--- config.mk ---
export PLATFORM = sky130hd
export DESIGN_NAME = hbridge_chopper
export DESIGN_NICKNAME = d
export VERILOG_FILES = /design/src/rtl/chop_pkg.sv /design/src/rtl/chop_timer.sv /design/src/rtl/chop_phase.sv /design/src/rtl/chop_gates.sv /design/src/rtl/hbridge_chopper.sv
export SDC_FILE = /design/constraint.sdc
export NUM_CORES = 1
export LEC_CHECK = 0
export ABC_CLOCK_PERIOD_IN_PS = 5200
export BUFFER_PORTS_ARGS = -buffer_cell sky130_fd_sc_hd__buf_2
export CORE_MARGIN = 10
export CORE_UTILIZATION = 59
export DETAILED_ROUTE_END_ITERATION = 16
export GPL_ROUTABILITY_DRIVEN = 0
export PLACE_DENSITY = 0.83
export SYNTH_ARGS = -nofsm -noshare
export SYNTH_HDL_FRONTEND = slang
export SYNTH_SLANG_ARGS = --single-unit
--- constraint.sdc ---
create_clock -name clk -period 5.2 [get_ports clk]
set_input_delay 0.52 -clock clk [delete_from_list [all_inputs] [get_ports clk]]
set_output_delay 0.52 -clock clk [all_outputs]
set_load 0.01 [all_outputs]
--- src/rtl/chop_pkg.sv ---
package chop_pkg;

   typedef enum logic [1:0] {
      PH_DRIVE = 2'd0,
      PH_FAST  = 2'd1,
      PH_SLOW  = 2'd2,
      PH_OFF   = 2'd3
   } phase_t;

   typedef enum logic [1:0] {
      MODE_SLOW  = 2'd0,
      MODE_MIXED = 2'd1,
      MODE_FAST  = 2'd2
   } decay_mode_t;

   // 00 slow, 10 fast, 01 and 11 mixed
   function automatic decay_mode_t decode_mode(input logic [1:0] sel);
      case (sel)
         2'b00:   return MODE_SLOW;
         2'b10:   return MODE_FAST;
         default: return MODE_MIXED;
      endcase
   endfunction

   // near-sinusoidal percentage curve for the trip reference
   function automatic logic [6:0] level_to_pct(input logic [4:0] code);
      case (code)
         5'd0:  return 7'd0;   5'd1:  return 7'd5;
         5'd2:  return 7'd10;  5'd3:  return 7'd15;
         5'd4:  return 7'd20;  5'd5:  return 7'd24;
         5'd6:  return 7'd29;  5'd7:  return 7'd34;
         5'd8:  return 7'd38;  5'd9:  return 7'd43;
         5'd10: return 7'd47;  5'd11: return 7'd51;
         5'd12: return 7'd56;  5'd13: return 7'd60;
         5'd14: return 7'd63;  5'd15: return 7'd67;
         5'd16: return 7'd71;  5'd17: return 7'd74;
         5'd18: return 7'd77;  5'd19: return 7'd80;
         5'd20: return 7'd83;  5'd21: return 7'd86;
         5'd22: return 7'd88;  5'd23: return 7'd90;
         5'd24: return 7'd92;  5'd25: return 7'd94;
         5'd26: return 7'd96;  5'd27: return 7'd97;
         5'd28: return 7'd98;  5'd29: return 7'd99;
         default: return 7'd100;
      endcase
   endfunction

endpackage

--- src/rtl/chop_timer.sv ---
module chop_timer #(
   parameter int PERIOD_CLKS = 1000,
   parameter int BLANK_CLKS  = 188,
   parameter int MIX_CLKS    = 750,
   localparam int CW = $clog2(PERIOD_CLKS)
) (
   input  logic          clk,
   input  logic          rst_n,
   output logic          live,
   output logic          period_end,
   output logic          blank_done,
   output logic          mix_late,
   output logic [CW-1:0] cnt
);

   localparam logic [CW-1:0] LAST      = CW'(PERIOD_CLKS - 1);
   localparam logic [CW-1:0] BLANK_END = CW'(BLANK_CLKS - 1);
   localparam logic [CW-1:0] MIX_EDGE  = CW'(MIX_CLKS - 1);

   always_ff @(posedge clk or negedge rst_n) begin
      if (!rst_n) begin
         cnt  <= LAST;
         live <= 1'b0;
      end else begin
         live <= 1'b1;
         cnt  <= (cnt == LAST) ? '0 : cnt + 1'b1;
      end
   end

   assign period_end = (cnt == LAST);
   assign blank_done = (cnt >= BLANK_END);
   assign mix_late   = (cnt >= MIX_EDGE);


   cnt_wrap_chk: assert property (@(posedge clk) disable iff (!rst_n)
      (cnt == LAST) |=> (cnt == '0));


   cnt_range_chk: assert property (@(posedge clk) disable iff (!rst_n)
      cnt <= LAST);

endmodule

--- src/rtl/chop_phase.sv ---
module chop_phase
   import chop_pkg::*;
(
   input  logic        clk,
   input  logic        rst_n,
   input  logic        active,
   input  logic        period_end,
   input  logic        blank_done,
   input  logic        mix_late,
   input  logic        trip,
   input  logic        zero_cur,
   input  decay_mode_t mode,
   output phase_t      phase
);

   phase_t nxt;

   always_comb begin
      nxt = phase;
      if (!active || period_end) begin
         nxt = PH_DRIVE;
      end else begin
         case (phase)
            PH_DRIVE: if (trip && blank_done) begin
               case (mode)
                  MODE_SLOW: nxt = PH_SLOW;
                  MODE_FAST: nxt = PH_FAST;
                  default:   nxt = mix_late ? PH_SLOW : PH_FAST;
               endcase
            end
            PH_FAST: begin
               if (mode == MODE_MIXED && mix_late) nxt = PH_SLOW;
               else if (zero_cur)                  nxt = PH_OFF;
            end
            PH_OFF:  if (mode == MODE_MIXED && mix_late) nxt = PH_SLOW;
            default: nxt = phase;
         endcase
      end
   end

   always_ff @(posedge clk or negedge rst_n) begin
      if (!rst_n) phase <= PH_OFF;
      else        phase <= nxt;
   end


   fast_zero_chk: assert property (@(posedge clk) disable iff (!rst_n)
      (phase == PH_FAST && zero_cur && !(mode == MODE_MIXED && mix_late))
      |=> (phase != PH_FAST));


   mix_slow_chk: assert property (@(posedge clk) disable iff (!rst_n)
      (active && !period_end && mode == MODE_MIXED && mix_late &&
       (phase == PH_FAST || phase == PH_OFF)) |=> (phase == PH_SLOW));

endmodule

--- src/rtl/chop_gates.sv ---
module chop_gates
   import chop_pkg::*;
(
   input  logic   live,
   input  logic   dir_a,
   input  logic   dir_b,
   input  phase_t phase,
   output logic   a_hi,
   output logic   a_lo,
   output logic   b_hi,
   output logic   b_lo
);

   always_comb begin
      {a_hi, a_lo, b_hi, b_lo} = 4'b0000;
      if (live) begin
         if (dir_a == dir_b) begin
            {a_hi, a_lo, b_hi, b_lo} = dir_a ? 4'b1010 : 4'b0101;
         end else begin
            case (phase)
               PH_DRIVE: {a_hi, a_lo, b_hi, b_lo} = dir_a ? 4'b1001 : 4'b0110;
               PH_FAST:  {a_hi, a_lo, b_hi, b_lo} = dir_a ? 4'b0110 : 4'b1001;
               PH_SLOW:  {a_hi, a_lo, b_hi, b_lo} = 4'b0101;
               default:  {a_hi, a_lo, b_hi, b_lo} = 4'b0000;
            endcase
         end
      end
   end

endmodule

--- src/rtl/hbridge_chopper.sv ---
module hbridge_chopper
   import chop_pkg::*;
#(
   parameter int CLK_HZ   = 50_000_000,
   parameter int CHOP_HZ  = 50_000,
   parameter int BLANK_NS = 3750,
   parameter int MIX_PCT  = 75,
   parameter bit DAC_REG  = 1'b0
) (
   input  logic       clk,
   input  logic       rst_n,
   input  logic       dir_a,
   input  logic       dir_b,
   input  logic [4:0] level_code,
   input  logic       trip,
   input  logic       zero_cur,
   input  logic [1:0] decay_sel,
   output logic       leg_a_hi,
   output logic       leg_a_lo,
   output logic       leg_b_hi,
   output logic       leg_b_lo,
   output logic [6:0] dac_pct
);

   localparam int    PERIOD_CLKS = CLK_HZ / CHOP_HZ;
   localparam longint BLANK_L    =
      (longint'(CLK_HZ) * longint'(BLANK_NS) + 64'd999_999_999) / 64'd1_000_000_000;
   localparam int    BLANK_CLKS  = int'(BLANK_L);
   localparam int    MIX_CLKS    = (PERIOD_CLKS * MIX_PCT) / 100;
   localparam int    CW          = $clog2(PERIOD_CLKS);

   if (PERIOD_CLKS < 8) begin : g_bad_period
      $error("chopping period too short for the clock");
   end
   if (MIX_PCT < 1 || MIX_PCT > 99) begin : g_bad_mix
      $error("mixed switch point must be inside the period");
   end
   if (BLANK_CLKS < 2 || BLANK_CLKS >= MIX_CLKS) begin : g_bad_blank
      $error("blanking window must end before the mixed switch point");
   end

   logic          live, period_end, blank_done, mix_late;
   logic [CW-1:0] cnt;
   phase_t        phase;
   decay_mode_t   mode;
   logic          active;

   assign mode   = decode_mode(decay_sel);
   assign active = dir_a ^ dir_b;

   chop_timer #(
      .PERIOD_CLKS(PERIOD_CLKS),
      .BLANK_CLKS (BLANK_CLKS),
      .MIX_CLKS   (MIX_CLKS)
   ) u_timer (
      .clk       (clk),
      .rst_n     (rst_n),
      .live      (live),
      .period_end(period_end),
      .blank_done(blank_done),
      .mix_late  (mix_late),
      .cnt       (cnt)
   );

   chop_phase u_phase (
      .clk       (clk),
      .rst_n     (rst_n),
      .active    (active),
      .period_end(period_end),
      .blank_done(blank_done),
      .mix_late  (mix_late),
      .trip      (trip),
      .zero_cur  (zero_cur),
      .mode      (mode),
      .phase     (phase)
   );

   chop_gates u_gates (
      .live (live),
      .dir_a(dir_a),
      .dir_b(dir_b),
      .phase(phase),
      .a_hi (leg_a_hi),
      .a_lo (leg_a_lo),
      .b_hi (leg_b_hi),
      .b_lo (leg_b_lo)
   );

   if (DAC_REG) begin : g_dac_reg
      always_ff @(posedge clk or negedge rst_n) begin
         if (!rst_n) dac_pct <= '0;
         else        dac_pct <= level_to_pct(level_code);
      end
   end else begin : g_dac_comb
      assign dac_pct = level_to_pct(level_code);


      full_scale_chk: assert property (@(posedge clk) disable iff (!rst_n)
         (level_code >= 5'd30) |-> (dac_pct == 7'd100));
   end


   no_shoot_chk: assert property (@(posedge clk) disable iff (!rst_n)
      !(leg_a_hi && leg_a_lo) && !(leg_b_hi && leg_b_lo));


   blank_hold_chk: assert property (@(posedge clk) disable iff (!rst_n)
      (live && !blank_done) |-> (phase == PH_DRIVE));


   wrap_drive_chk: assert property (@(posedge clk) disable iff (!rst_n)
      period_end |=> (phase == PH_DRIVE));

endmodule

==> flow_summary.ini, run 1 <==
[synthesis]
ys.flop_type = dfstp_2
yosys.area_share.simple = 0.217
synth_edf_count = 0
synth_top_family_by_area = compound AO/OA/AOI/OAI gates
yosys.area.top_type = dfstp_2
ys_seq_elements = 13
syn_area_per_cell_um2 = 7.99
synth_top_area_share = 0.212
synth_compound_area_frac = 0.225
syn_inst = 155
synthMuxAreaShare = 0.0505
ys_warn_count = 0
ys_seq_area_frac = 0.273
synth-xor-area-share = 0.0495
async_flop_share = 1.00
synthAdderAreaFrac = 0.129
synth.net_count = 180
ys_types = 38
synthTopCellsByArea = dfstp_2 21%, ha_1 12%, dfrtp_1 6.1%, o21ai_0 6.1%, nand2_1 4.5%
syn_area_um2 = 1240

[cts]
cts_resized = 0
clk_latency_ns = 0.28
post_cts_buffers = 0
clkSlewWorstSetupHoldPaths_ns = 0.08
ctsHoldBuffers = 0
max-clock-path-buffers = 2
cts_tree = done
cts_root_buf = clkbuf_4
numCtsBuffers = 3
clkSinkCount = 13
cts_htree_levels = 1

[placement]
hpwl_um = 2220
pre_cts_slack_ns = 2.75
place_area_um2 = 1360
io_buffer_count = 23

[drt]
firstDrtPassIters = 5
drtIter0Drc = 61
drc = 0
via_count = 1161
routed_wl_um = 2810
post_drt_via_cell_ratio = 5.78
wire_per_inst_um = 14.0
antenna_left = 0

[power]
clock_power_share = 0.284
seqPwrFrac = 0.463
vdd_ir_drop_max_mv = 0.133
sw_frac_of_total = 0.299
p_comb_frac = 0.252
powerDensity_nw_per_um2 = 160
switching_power_mw = 0.0660
leakagePower_nw = 0.624
p_int_mw = 0.155

[final_layout]
multi_input_area_um2 = 836
finish.utilization = 0.698
mostFrequentLayoutCells = 23 x buf_2, 15 x nand2_1, 15 x o21ai_0, 14 x nor2_1, 12 x ha_1
nets = 200
layout_commonest_cell = buf_2
n_fill_cell = 167
fin_area_um2 = 1380
regArea_um2 = 338
diodes = 0
drive_gt1_frac = 0.224
area_growth_pct = 11.6

[global_routing]
grtUsageTotal = 0.129
grt_pass1_vias = 1052
antenna_found_initial = 0
grt_max_degree = 20
overflow = 0
grt_pass1_wl_um = 4600

[setup_path]
reg2reg_depth = 5
arrival_ns = 1.92
path_common_cell = buf_2
cp-end-kind = primary output
cp-start-kind = primary input
path_max_fanout = 7
regToRegSetupSlack_ns = 3.15
r2r_end = u_phase.phase[0]
path_cells = buf_2, inv_1, ha_1, nor2_1, a21oi_1, mux4_2, buf_2
critPathMaxStageDelay_ns = 0.45
critPathKind = in -> out
reg2reg_from = u_timer.cnt[0]
cpMaxStageDelayCell = mux4_2
required_ns = 4.68

[floorplan]
die_h_um = 65.8
die_w_um = 65.8
fp-row-count = 16
die-area_um2 = 4330
initial_core_util = 0.625
io_pins = 24
core_um2 = 1980

[run]
drv_cap = 0

[timing]
whs_ns = 0.111
hold_violations = 0
max_freq_mhz = 410
fin_skew_ns = 0.00123
fin_ws_ns = 2.76
min_period_ns = 2.44
final.setup.tns_ns = 0
max_slew_margin = 0.480
setup_viol = 0
period_share = 0.469
rsz0062_at_grt = false
tightestPinTransition_ns = 0.774
maxSlewViolCount = 0

[min_path]
hold_path.class = in -> async

[run_status]
status = finished clean
## cell usage after synthesis (all sizes together), types with 5 or more instances
cell     n
inv      9
dfstp   10
nand2b   5
nor2    14
nand3    5
a211oi   5
xor2     6
a21oi   10
nand2   15
clkbuf   7
o21ai   15
ha      12
## flip-flops by register name (all words and copies together) (netlist names)
| name | cells |
|---|---|
| u_timer.cnt | 10 |
| u_phase.phase | 2 |
| u_timer.live | 1 |
## layer usage
layer | up-vias | global-route usage | wire [um]
met5 | - | 0 | 0
met4 | 0 | 0.0481 | 36
met3 | 6 | 0.0322 | 161
met2 | 29 | 0.233 | 1450
met1 | 541 | 0.141 | 1160
li1 | 585 | - | -
## area by class of cell
type / instances / area share
Tap cell: 27 / 0.0244
Timing Repair Buffer: 23 / 0.0833
Multi-Input combinational cell: 125 / 0.605
Clock buffer: 4 / 0.0190
Inverter: 9 / 0.0244
Sequential cell: 13 / 0.244
## worst max-delay path: cells and delay by family
| family | cells | cell delay, ns |
|---|---|---|
| multiplexers | 1 | 0.45 |
| AO/OA/AOI/OAI | 1 | 0.05 |
| adder cells (fa/ha/maj) | 1 | 0.29 |
| buffers and inverters | 3 | 0.48 |
| AND/OR/NAND/NOR | 1 | 0.13 |
## kinds of logic after synthesis
logic type	after synthesis
AND/OR/NAND/NOR	55
adder cells (fa/ha/maj)	13
AO/OA/AOI/OAI	44
other	1
flip-flops	13
buffers and inverters	17
XOR/XNOR	7
multiplexers	5
## power groups by stage
stage	logic (mW)	clock network (mW)	registers [mW]
after detailed placement	0.0558	0	0.104
final	0.0557	0.0628	0.102
after global routing	0.0625	0.0679	0.102
after global placement	0.0536	0	0.104
after CTS	0.0561	0.0657	0.102
after floorplan	0.0357	0	0.104
## per-stage QoR
stage               cells  total power, mW
global route          201            0.233
global placement      197            0.157
floorplan             155            0.139
CTS                   201            0.224
detailed placement    197            0.160
finish                201            0.221
## how the worst max path moves through the flow
stage | from | to | slack, ns | cells past startpoint
global placement | level_code[1] | dac_pct[3] | 2.81 | 7
finish | level_code[1] | dac_pct[3] | 2.76 | 7
global route | level_code[1] | dac_pct[3] | 2.68 | 7
CTS | level_code[1] | dac_pct[3] | 2.75 | 7
detailed placement | level_code[1] | dac_pct[3] | 2.75 | 7
floorplan | level_code[2] | dac_pct[3] | 3.09 | 4
Note: power is estimated with default switching activity, not from simulation.
==> run 2: changes to the inputs <==
Settings changed: ABC_CLOCK_PERIOD_IN_PS 5200 to 2400, CORE_UTILIZATION 59 to 55, PLACE_DENSITY 0.83 to 0.78.
Clock period 5.2 ns to 2.4 ns, I/O delays scaled along.
==> run 2 against run 1 <==
Effect of this change:
- clock power up 120%
- via count down 2.2%
- global-route usage down 1.5 points
- hold slack better by 0.18 ns
- first-iteration DRC count down 11%
- core utilization down 5.2 points
- routed wire length down 8.6%
- sequential cell count unchanged
- power up 120%
- non-clock buffer count up 2
- largest cell class unchanged
- highest routed layer unchanged
==> flow_summary.ini, run 2 (same netlist as run 1, synthesis figures left out) <==
[timing]
rsz0062_at_grt = false
fin_skew_ns = 0.00231
period_share = 0.790
setup_viol = 0
hold_violations = 0
max_freq_mhz = 528
final.setup.tns_ns = 0
min_period_ns = 1.89
fin_ws_ns = 0.505
maxSlewViolCount = 0

[setup_path]
crit_family = buffers and inverters
path_common_cell = buf_2
cp-end-kind = primary output
cpMaxStageDelayCell = mux4_2
cp-startpoint = level_code[1]
required_ns = 2.16
path_cells = buf_2, inv_1, ha_1, nor2_1, a21oi_1, mux4_2, buf_2
critPathKind = in -> out
cp_num_buf_inv = 3
cp-start-kind = primary input
arrival_ns = 1.65
critPathMaxStageDelay_ns = 0.44
reg2reg_from = u_timer.cnt[0]
path_max_fanout = 7

[cts]
cts_tree = done
max-clock-path-buffers = 2
clk_latency_ns = 0.28
cts_htree_levels = 1
clkSinkCount = 13
post_cts_buffers = 0
cts_root_buf = clkbuf_4
clkSlewWorstSetupHoldPaths_ns = 0.08
cts_resized = 0
numCtsBuffers = 3

[power]
vdd_ir_drop_max_mv = 0.315
power_mw = 0.478
powerDensity_nw_per_um2 = 341
leakagePower_nw = 0.634

[final_layout]
n_fill_cell = 203
nets = 202
mostFrequentLayoutCells = 23 x buf_2, 15 x nand2_1, 15 x o21ai_0, 14 x nor2_1, 12 x ha_1
largest-register = u_timer.cnt
diodes = 0
finish.utilization = 0.646
regArea_um2 = 338
layout_commonest_cell = buf_2
reg_top3 = u_timer.cnt x10, u_phase.phase x2, u_timer.live x1
drive_gt1_frac = 0.227
largest_register_ffs = 10
area_growth_pct = 13.1
final_cells = 204
multi_input_area_um2 = 836

[drt]
drc = 0
antenna_left = 0
routed_wl_um = 2570
post_drt_via_cell_ratio = 5.56
firstDrtPassIters = 4
via_count = 1135
drtIter0Drc = 54
wire_per_inst_um = 12.6

[floorplan]
die_h_um = 67.5
fp-row-count = 17
die_w_um = 67.5
core_um2 = 2170
die-area_um2 = 4550
io_pins = 24
initial_core_util = 0.571

[min_path]
hp-start = decay_sel[1]
hold_path.class = in -> reg

[placement]
dp_cells = 199
pre_cts_slack_ns = 0.512
io_buffer_count = 23
hpwl_um = 2020

[global_routing]
grtUsageTotal = 0.114
overflow = 0
grt_pass1_vias = 997
grt_pass1_wl_um = 4240
antenna_found_initial = 0
grt_max_degree = 20

[run]
drv_cap = 0

[run_status]
status = finished clean
run 2: cell count changes in the layout (fill, tap and decap cells not counted):
cell,delta
dlygate4sd3_1,+1
buf_4,+1
run 2: layer usage:
metal	part of all wire	track usage	wire length [um]	vias up
li1	-	-	-	588
met1	0.45	0.126	1150	526
met2	0.49	0.204	1260	14
met3	0.045	0.0314	116	7
met4	0.017	0.0436	44	0
met5	0	0	0	-
run 2: path summary, 6_finish.rpt:
| check | to | slack (ns) | cells past startpoint |
|---|---|---|---|
| max in group asynchronous | u_timer.cnt[2] | 1.76 | 2 |
| worst max-delay path | dac_pct[3] | 0.51 | 7 |
| worst min-delay path | u_phase.phase[0] | 0.29 | 3 |
| min in group asynchronous | u_timer.cnt[4] | 0.36 | 2 |
| worst min register to register | u_timer.cnt[9] | 0.53 | 2 |
| worst max register to register | u_phase.phase[1] | 0.51 | 6 |
run 2: area by class of cell:
type | count | share of cell area
Clock buffer | 4 | 0.0188
Inverter | 9 | 0.0241
Multi-Input combinational cell | 125 | 0.596
Sequential cell | 13 | 0.241
Tap cell | 28 | 0.0250
Timing Repair Buffer | 25 | 0.0946
run 2: stage by stage:
step                cell area, um^2  hold slack [ns]
floorplan                      1240          -0.0556
global placement               1370            0.135
detailed placement             1370            0.140
CTS                            1400            0.287
global route                   1400            0.295
finish                         1400            0.294
run 2: timing repair:
action	CTS	global route
hold buffers	1	0
endpoints found under the setup margin	0	0
hold endpoints to repair	3	0
run 2: power breakdown:
group | internal [mW] | switching [mW] | total, mW
sequential | 0.221 | 0.000770 | 0.221
combinational | 0.0512 | 0.0683 | 0.120
clock | 0.0646 | 0.0721 | 0.137
run 2: tightest hold or removal path: cells and delay by family:
kind | cells | cell delay, ns
buffers and inverters | 1 | 0.09
AND/OR/NAND/NOR | 1 | 0.14
AO/OA/AOI/OAI | 1 | 0.11
